--- config.mk ---
export PLATFORM = sky130hd
export DESIGN_NAME = imb_detect
export DESIGN_NICKNAME = d
export VERILOG_FILES = /design/src/rtl/imb_pkg.sv /design/src/rtl/imb_zsum.sv /design/src/rtl/imb_filter.sv /design/src/rtl/imb_thresh.sv /design/src/rtl/imb_cmp.sv /design/src/rtl/imb_detect.sv
export SDC_FILE = /design/constraint.sdc
export NUM_CORES = 1
export LEC_CHECK = 0
export BUFFER_PORTS_ARGS = -buffer_cell sky130_fd_sc_hd__buf_4
export CAP_MARGIN = 10
export CORE_MARGIN = 1
export CORE_UTILIZATION = 26
export CTS_CLUSTER_DIAMETER = 60
export DETAILED_ROUTE_END_ITERATION = 6
export PLACE_DENSITY = 0.42
export REMOVE_ABC_BUFFERS = 1
export SLEW_MARGIN = 25
export SYNTH_ARGS = -nofsm -noshare
export SYNTH_HDL_FRONTEND = slang
export SYNTH_HIERARCHICAL = 1
export SYNTH_SLANG_ARGS = --single-unit
--- constraint.sdc ---
create_clock -name clk -period 20.2 [get_ports clk]
set_input_delay 3.03 -clock clk [delete_from_list [all_inputs] [get_ports clk]]
set_output_delay 3.03 -clock clk [all_outputs]
set_load 0.005 [all_outputs]
--- src/rtl/imb_pkg.sv ---
package imb_pkg;

    // Base widths and constants
    localparam int PH_W     = 16;          // phase sample width (signed)
    localparam int SH_W     = 4;           // filter shift width
    localparam int FRAC_W   = 4;           // accumulator fraction bits
    localparam int NOM_PEAK = 16384;       // nominal peak phase level

    // Derived widths
    localparam int SUM_W  = PH_W + 2;                  // sum of three phases
    localparam int ACC_W  = SUM_W + FRAC_W;            // accumulator
    localparam int DIFF_W = ACC_W + 1;                 // filter error term
    localparam int MAG_W  = SUM_W;                     // |filtered sum|
    localparam int THR_W  = PH_W - 1;                  // threshold word
    localparam int LIM_W  = THR_W + 2;                 // 3 * threshold
    localparam int CMP_W  = (MAG_W > LIM_W) ? MAG_W : LIM_W;
    localparam int DEF_THR = NOM_PEAK / 4;

    typedef logic signed [PH_W-1:0]   phase_t;
    typedef logic signed [SUM_W-1:0]  sum_t;
    typedef logic signed [ACC_W-1:0]  acc_t;
    typedef logic signed [DIFF_W-1:0] diff_t;
    typedef logic        [MAG_W-1:0]  mag_t;
    typedef logic        [THR_W-1:0]  thr_t;
    typedef logic        [LIM_W-1:0]  lim_t;
    typedef logic        [CMP_W-1:0]  cmp_t;

    typedef enum logic {
        MODE_2PH = 1'b0,
        MODE_3PH = 1'b1
    } mode_e;

    // Filter update request carried from the top to the filter
    typedef struct packed {
        logic            vld;
        logic [SH_W-1:0] shift;
    } upd_t;

    // Zero-sequence sum at full width
    function automatic sum_t zero_seq(input phase_t a, input phase_t b, input phase_t c);
        return sum_t'(a) + sum_t'(b) + sum_t'(c);
    endfunction

    // Magnitude of a signed sum, computed one bit wider to avoid wrap
    function automatic mag_t magnitude(input sum_t s);
        logic signed [SUM_W:0] w;
        w = {s[SUM_W-1], s};
        if (w < 0)
            w = -w;
        return w[MAG_W-1:0];
    endfunction

    // Three times the threshold
    function automatic lim_t triple(input thr_t t);
        return {2'b00, t} + {1'b0, t, 1'b0};
    endfunction

endpackage

--- src/rtl/imb_zsum.sv ---
module imb_zsum
    import imb_pkg::*;
(
    input  phase_t ph_a,
    input  phase_t ph_b,
    input  phase_t ph_c,
    output sum_t   sum
);

    always_comb begin
        sum = zero_seq(ph_a, ph_b, ph_c);
    end

endmodule

--- src/rtl/imb_filter.sv ---
module imb_filter
    import imb_pkg::*;
(
    input  logic clk,
    input  logic rst,
    input  upd_t upd,
    input  sum_t sum,
    output acc_t acc,
    output sum_t filt
);

    acc_t  acc_q;
    acc_t  x_ext;
    diff_t err;
    diff_t step;
    acc_t  acc_d;

    always_comb begin
        x_ext = {sum, {FRAC_W{1'b0}}};
        err   = diff_t'(x_ext) - diff_t'(acc_q);
        step  = err >>> upd.shift;
        acc_d = acc_q + acc_t'(step);
    end

    always_ff @(posedge clk) begin
        if (rst)
            acc_q <= '0;
        else if (upd.vld)
            acc_q <= acc_d;
    end

    assign acc  = acc_q;
    assign filt = sum_t'(acc_q >>> FRAC_W);

endmodule

--- src/rtl/imb_thresh.sv ---
module imb_thresh
    import imb_pkg::*;
#(
    parameter bit ZERO_IS_DEFAULT = 1'b1
)(
    input  thr_t thr,
    output lim_t lim
);

    generate
        if (ZERO_IS_DEFAULT) begin : g_def
            thr_t t_eff;
            always_comb begin
                t_eff = (thr == '0) ? thr_t'(DEF_THR) : thr;
                lim   = triple(t_eff);
            end
        end else begin : g_raw
            always_comb begin
                lim = triple(thr);
            end
        end
    endgenerate

endmodule

--- src/rtl/imb_cmp.sv ---
module imb_cmp
    import imb_pkg::*;
(
    input  logic  clk,
    input  logic  rst,
    input  mode_e mode,
    input  sum_t  filt,
    input  lim_t  lim,
    output mag_t  mag,
    output logic  flag
);

    logic over;
    logic flag_q;

    always_comb begin
        mag  = magnitude(filt);
        over = cmp_t'(mag) > cmp_t'(lim);
    end

    always_ff @(posedge clk) begin
        if (rst)
            flag_q <= 1'b0;
        else
            flag_q <= (mode == MODE_3PH) && over;
    end

    assign flag = flag_q;

endmodule

--- src/rtl/imb_detect.sv ---
module imb_detect
    import imb_pkg::*;
(
    input  logic                    clk,
    input  logic                    rst,
    input  logic signed [15:0]      ph_a,
    input  logic signed [15:0]      ph_b,
    input  logic signed [15:0]      ph_c,
    input  logic                    smp_vld,
    input  logic        [14:0]      thr,
    input  logic        [3:0]       shift,
    input  logic                    three_ph,
    output logic                    imb_flag
);

    sum_t  sum;
    acc_t  acc;
    sum_t  filt;
    lim_t  lim;
    mag_t  mag;
    upd_t  upd;
    mode_e mode;

    assign upd.vld   = smp_vld;
    assign upd.shift = shift;
    assign mode      = three_ph ? MODE_3PH : MODE_2PH;

    imb_zsum u_zsum (
        .ph_a (ph_a),
        .ph_b (ph_b),
        .ph_c (ph_c),
        .sum  (sum)
    );

    imb_filter u_filter (
        .clk  (clk),
        .rst  (rst),
        .upd  (upd),
        .sum  (sum),
        .acc  (acc),
        .filt (filt)
    );

    imb_thresh #(.ZERO_IS_DEFAULT(1'b1)) u_thresh (
        .thr (thr),
        .lim (lim)
    );

    imb_cmp u_cmp (
        .clk  (clk),
        .rst  (rst),
        .mode (mode),
        .filt (filt),
        .lim  (lim),
        .mag  (mag),
        .flag (imb_flag)
    );

endmodule

=== Word level (Yosys, flattened, before mapping) ===
Index checks and enable logic that the tools add are counted.

* Bits in registers: 23
* Bits in latches: 0
* Bits in writable memories: 0
* Memory bits (read-only): 0
* Input port bits: 71
* Memories: 0

* Add/sub/neg operators: 6
* Multiply operators: 0
* Div/mod/pow operators: 0
* $lt $le $gt $ge: 2
* Eq/ne operators: 0
* Shift-type cells: 1
* Muxes and demuxes: 3
* Bitwise operators: 0
* Reduce and logical (&&, ||, !) cells: 2

{| class="wikitable"
|+ Operators by type and width
! kind !! number
|-
| 23-bit by 4-bit >>> shifter with 22-bit output || 1
|-
| 22-bit by 22-bit subtractor with 23-bit output || 1
|-
| 22-bit adder || 1
|-
| 17-bit by 16-bit adder with 18-bit output || 1
|-
| 18-bit by 17-bit > comparator with 1-bit output || 1
|-
| 18-bit by 1-bit less-than comparator with 1-bit output (second input constant) || 1
|-
| 18-bit two-way mux || 1
|-
| 18-bit negation || 1
|-
| 15-bit by 16-bit adder with 17-bit output || 1
|-
| 16-bit by 16-bit adder with 17-bit output || 1
|-
| 15-bit zero test || 1
|-
| 15-bit two-way mux || 1
|-
| 1-bit logical AND || 1
|-
| 1-bit two-way mux || 1
|}

=== Logic depth before layout (Yosys ltp) ===
* Word-level depth: 5
* Mapped depth: 31

=== Cells and area by module ===
Netlist, hierarchy kept.

{| class="wikitable"
|+ By module, submodules not included
! module !! times used !! cells an instance !! area each (um^2) !! sequential area each (um^2)
|-
| imb_filter || 1 || 611 || 4436.8 || 440.4
|-
| imb_zsum || 1 || 139 || 1164.9 || 0.0
|-
| imb_thresh || 1 || 123 || 888.4 || 0.0
|-
| imb_cmp || 1 || 118 || 840.8 || 20.0
|}

=== Worst setup path after synthesis ===
OpenSTA, ideal clock, no wires.

* Kind: input to register
* Start: in ph_a[1]
* End: reg u_filter.acc_q[21] (netlist: u_filter/acc[21])
* Setup time: 121 ps
* Arrival: 9434 ps
* Data required time: 20079 ps
* Slack: 10645 ps
* Cell stages on the path: 28
* Buffers on the path: 1
* Cell sequence: fa_1 > ha_1 > fa_1 > a21o_1 > a221o_1 > a211o_2 > a21oi_1 > xnor2_1 > ha_1 > clkbuf_1 > and3_1 > a221o_1 > o32ai_1 > o21ai_0 > xnor2_1 > nor2_1 > or2_2 > mux2_2 > mux4_2 > ha_1 > nand2_1 > nor2_1 > nand2_1 > o211a_1 > o211ai_1 > nand3_1 > mux2i_1 > mux2_2

* Word-level cells in the longest chain between the ends: 5

{| class="wikitable"
|+ RTL lines
! item !! RTL line !! RTL
|-
| start, declared || imb_detect.sv:6 || <nowiki>input logic signed [15:0] ph_a,</nowiki>
|-
| 16-bit by 16-bit adder with 17-bit output || imb_pkg.sv:41 || <nowiki>return sum_t'(a) + sum_t'(b) + sum_t'(c);</nowiki>
|-
| 17-bit by 16-bit adder with 18-bit output || imb_pkg.sv:41 ||
|-
| net sum[11] || imb_detect.sv:16 || <nowiki>sum_t sum;</nowiki>
|-
| 22-bit by 22-bit subtractor with 23-bit output || imb_filter.sv:20 || <nowiki>err = diff_t'(x_ext) - diff_t'(acc_q);</nowiki>
|-
| 23-bit by 4-bit >>> shifter with 22-bit output || imb_filter.sv:21 || <nowiki>step = err >>> upd.shift;</nowiki>
|-
| 22-bit adder || imb_filter.sv:22 || <nowiki>acc_d = acc_q + acc_t'(step);</nowiki>
|-
| end signal, assigned || imb_filter.sv:27 || <nowiki>acc_q <= '0;</nowiki>
|-
| end signal, assigned || imb_filter.sv:29 || <nowiki>acc_q <= acc_d;</nowiki>
|-
| end, declared || imb_filter.sv:12 || <nowiki>acc_t acc_q;</nowiki>
|}

The timed path passes the listed nets, and every way through them passes these cells.
A chain may end at the register's enable or synchronous reset.

=== Worst setup path after layout ===
* Start: in ph_a[1]
* End: reg u_filter.acc_q[10] (netlist: u_filter/acc[10])

The elaborated chain is that of the path after synthesis.

==> impl_metrics.py <==
metrics = {
    "clock_tree": {
        "cts_tree": "done",
        "ctsLongestPathBuffers": 2,
        "cts_root_buf": "clkbuf_16",
        "cts_htree_levels": 1,
        "clk-insertion-delay-late_ps": 260,
        "numCtsBuffers": 3,
        "cts_resized": 0,
        "clock-sinks": 23,
        "cts_hold_buf": 0,
        "cts_setup_buffers": 0,
        "cts.reportedPaths.clkPinSlew_ps": 60,
    },
    "floorplan": {
        "fp.dieH_um": 169.8,
        "row_count": 61,
        "core_region_area_mm2": 0.02771,
        "die_x_um": 169.8,
        "io_pins": 72,
        "initial_core_util_pct": 26.41,
        "dieArea_mm2": 0.02882,
    },
    "place": {
        "pre_cts_ws_ps": 9829,
        "port_buffers": 71,
        "dpl-instance-area_mm2": 0.008060,
        "routabilityCongestion": 0.8557,
        "hpwl_um": 17050,
    },
    "hold_path": {
        "hp-class": "register to register",
        "hp-start": "u_filter/acc[1]",
        "hold_depth": 2,
    },
    "pwr": {
        "total_power_mw": 1.285,
        "p_leak_nw": 3.551,
        "p_seq_share_pct": 7.0,
        "p_sw_mw": 0.7020,
        "intPower_mw": 0.5830,
        "p_comb_share_pct": 89.5,
        "peakVddDrop_uv": 37.39,
        "clockPowerShare_pct": 3.5,
        "power.density_mw_per_mm2": 157.9,
        "p_sw_share_pct": 54.63,
    },
    "timing": {
        "setup_ws_ps": 10120,
        "hold_viol": 0,
        "setup_viol_count_final": 0,
        "rsz0062_at_grt": "false",
        "fin_crit_ps": 10080,
        "report.final.slew_viol_count": 0,
        "slew_headroom_pct": 37.42,
        "finClkSkew_ps": 4.183,
        "fin_crit_sh_pct": 49.89,
        "worstMarginPinSlew_ps": 915.1,
        "fmax_ghz": 0.09923,
        "tns_ps": 0,
    },
    "drt": {
        "viasPerCell": 5.055,
        "antenna_left": 0,
        "avgRoutedWirePerCell_um": 14.62,
        "drtIter0Drc": 361,
        "finalWirelength_um": 20330,
        "drc": 0,
        "firstDrtPassIters": 4,
        "vias": 7032,
    },
    "final_layout": {
        "register_area_um2": 460.4,
        "final_nets": 1197,
        "fin_util_pct": 29.38,
        "layout_common_cells": "ha_1 (93), nor2_1 (92), inv_1 (84)",
        "mostFrequentLayoutCell": "ha_1",
        "multi_input_area_mm2": 0.006256,
        "design_area_mm2": 0.008139,
        "nFillCells": 3078,
        "layout-area-overhead-vs-synth_pct": 11.22,
        "post_route_cells_drive_above_1_share_pct": 12.04,
        "antennaDiodeCount": 0,
    },
    "global_route": {
        "grt_pass1_wl_um": 33180,
        "overflow": 0,
        "grt_max_degree": 33,
        "grt_pass1_vias": 6782,
        "antenna_found_initial": 0,
        "grtUsageTotal_pct": 13.96,
    },
    "worst_setup_path": {
        "startpoint_type": "input port",
        "endpoint_kind": "register",
        "path_common_cell": "o21a_1",
        "reg2regPathDepth": 22,
        "cp.arrival_ps": 10210,
        "startpoint": "ph_a[1]",
        "path_max_fanout": 9,
        "cp.required_ps": 20330,
        "max_stage_delay_ps": 520,
        "reg2reg_from": "u_filter/acc[6]",
        "cp_slowest_cell": "mux4_2",
        "critPathKind": "input port to register",
    },
    "yosys": {
        "synth_cells": 989,
        "yosys_warnings": 6,
        "avgSynthCellArea_um2": 7.400,
        "syn_area_mm2": 0.007318,
    },
    "outcome": {
        "status": "finished, final reports clean",
    },
    "job": {
        "maxCapViolations": 0,
    },
}
-- through the flow --
step                cells  hold slack, ps
floorplan             936           489.5
global placement     1387           565.6
detailed placement   1387           561.9
CTS                  1391           572.5
global route         1391           600.0
finish               1391           573.4
-- power groups by stage --
stage | registers (mW) | logic, mW | clock network, mW
finish | 0.0903 | 1.15 | 0.0449
CTS | 0.0905 | 1.15 | 0.0470
detailed placement | 0.0916 | 1.15 | 0
global placement | 0.0918 | 1.15 | 0
global route | 0.0939 | 1.29 | 0.0483
floorplan | 0.0816 | 0.889 | 0
-- final cells by class --
class / instances / share of cell area, %
repair buffers: 73 / 6.733
inverters: 86 / 3.966
clock buffers: 4 / 0.9685
well taps: 378 / 5.811
multi-input cells: 827 / 76.86
flip-flops and latches: 23 / 5.657
-- worst paths after layout --
path,endpoint,slack (ps)
worst max-delay path,u_filter/acc[10],10120
worst min-delay path,u_filter/acc[1],570
worst max register to register,u_filter/acc[18],14060
worst min register to register,u_filter/acc[1],570
-- sequential cells by signal, summed over array words and instances (netlist names) --
register      cells
u_filter/acc     22
u_cmp/flag        1
-- worst max-delay path, delay by kind of cell --
family,cells,cell delay [ps]
AOI/OAI and AO/OA,17,3850
adders and majority gates,5,1910
xor gates and xnor gates,2,370
buffers and inverters,1,110
muxes,1,520
and+or+nand+nor,2,410
-- per-layer routing --
metal	vias to the layer above	routed length, um	GRT usage, %
li1	3657	-	-
met2	108	9778	25.50
met5	-	0	0
met1	3255	9930	18.13
met4	0	189	2.664
met3	12	435	0.5830
(Power assumes the default switching activity.)
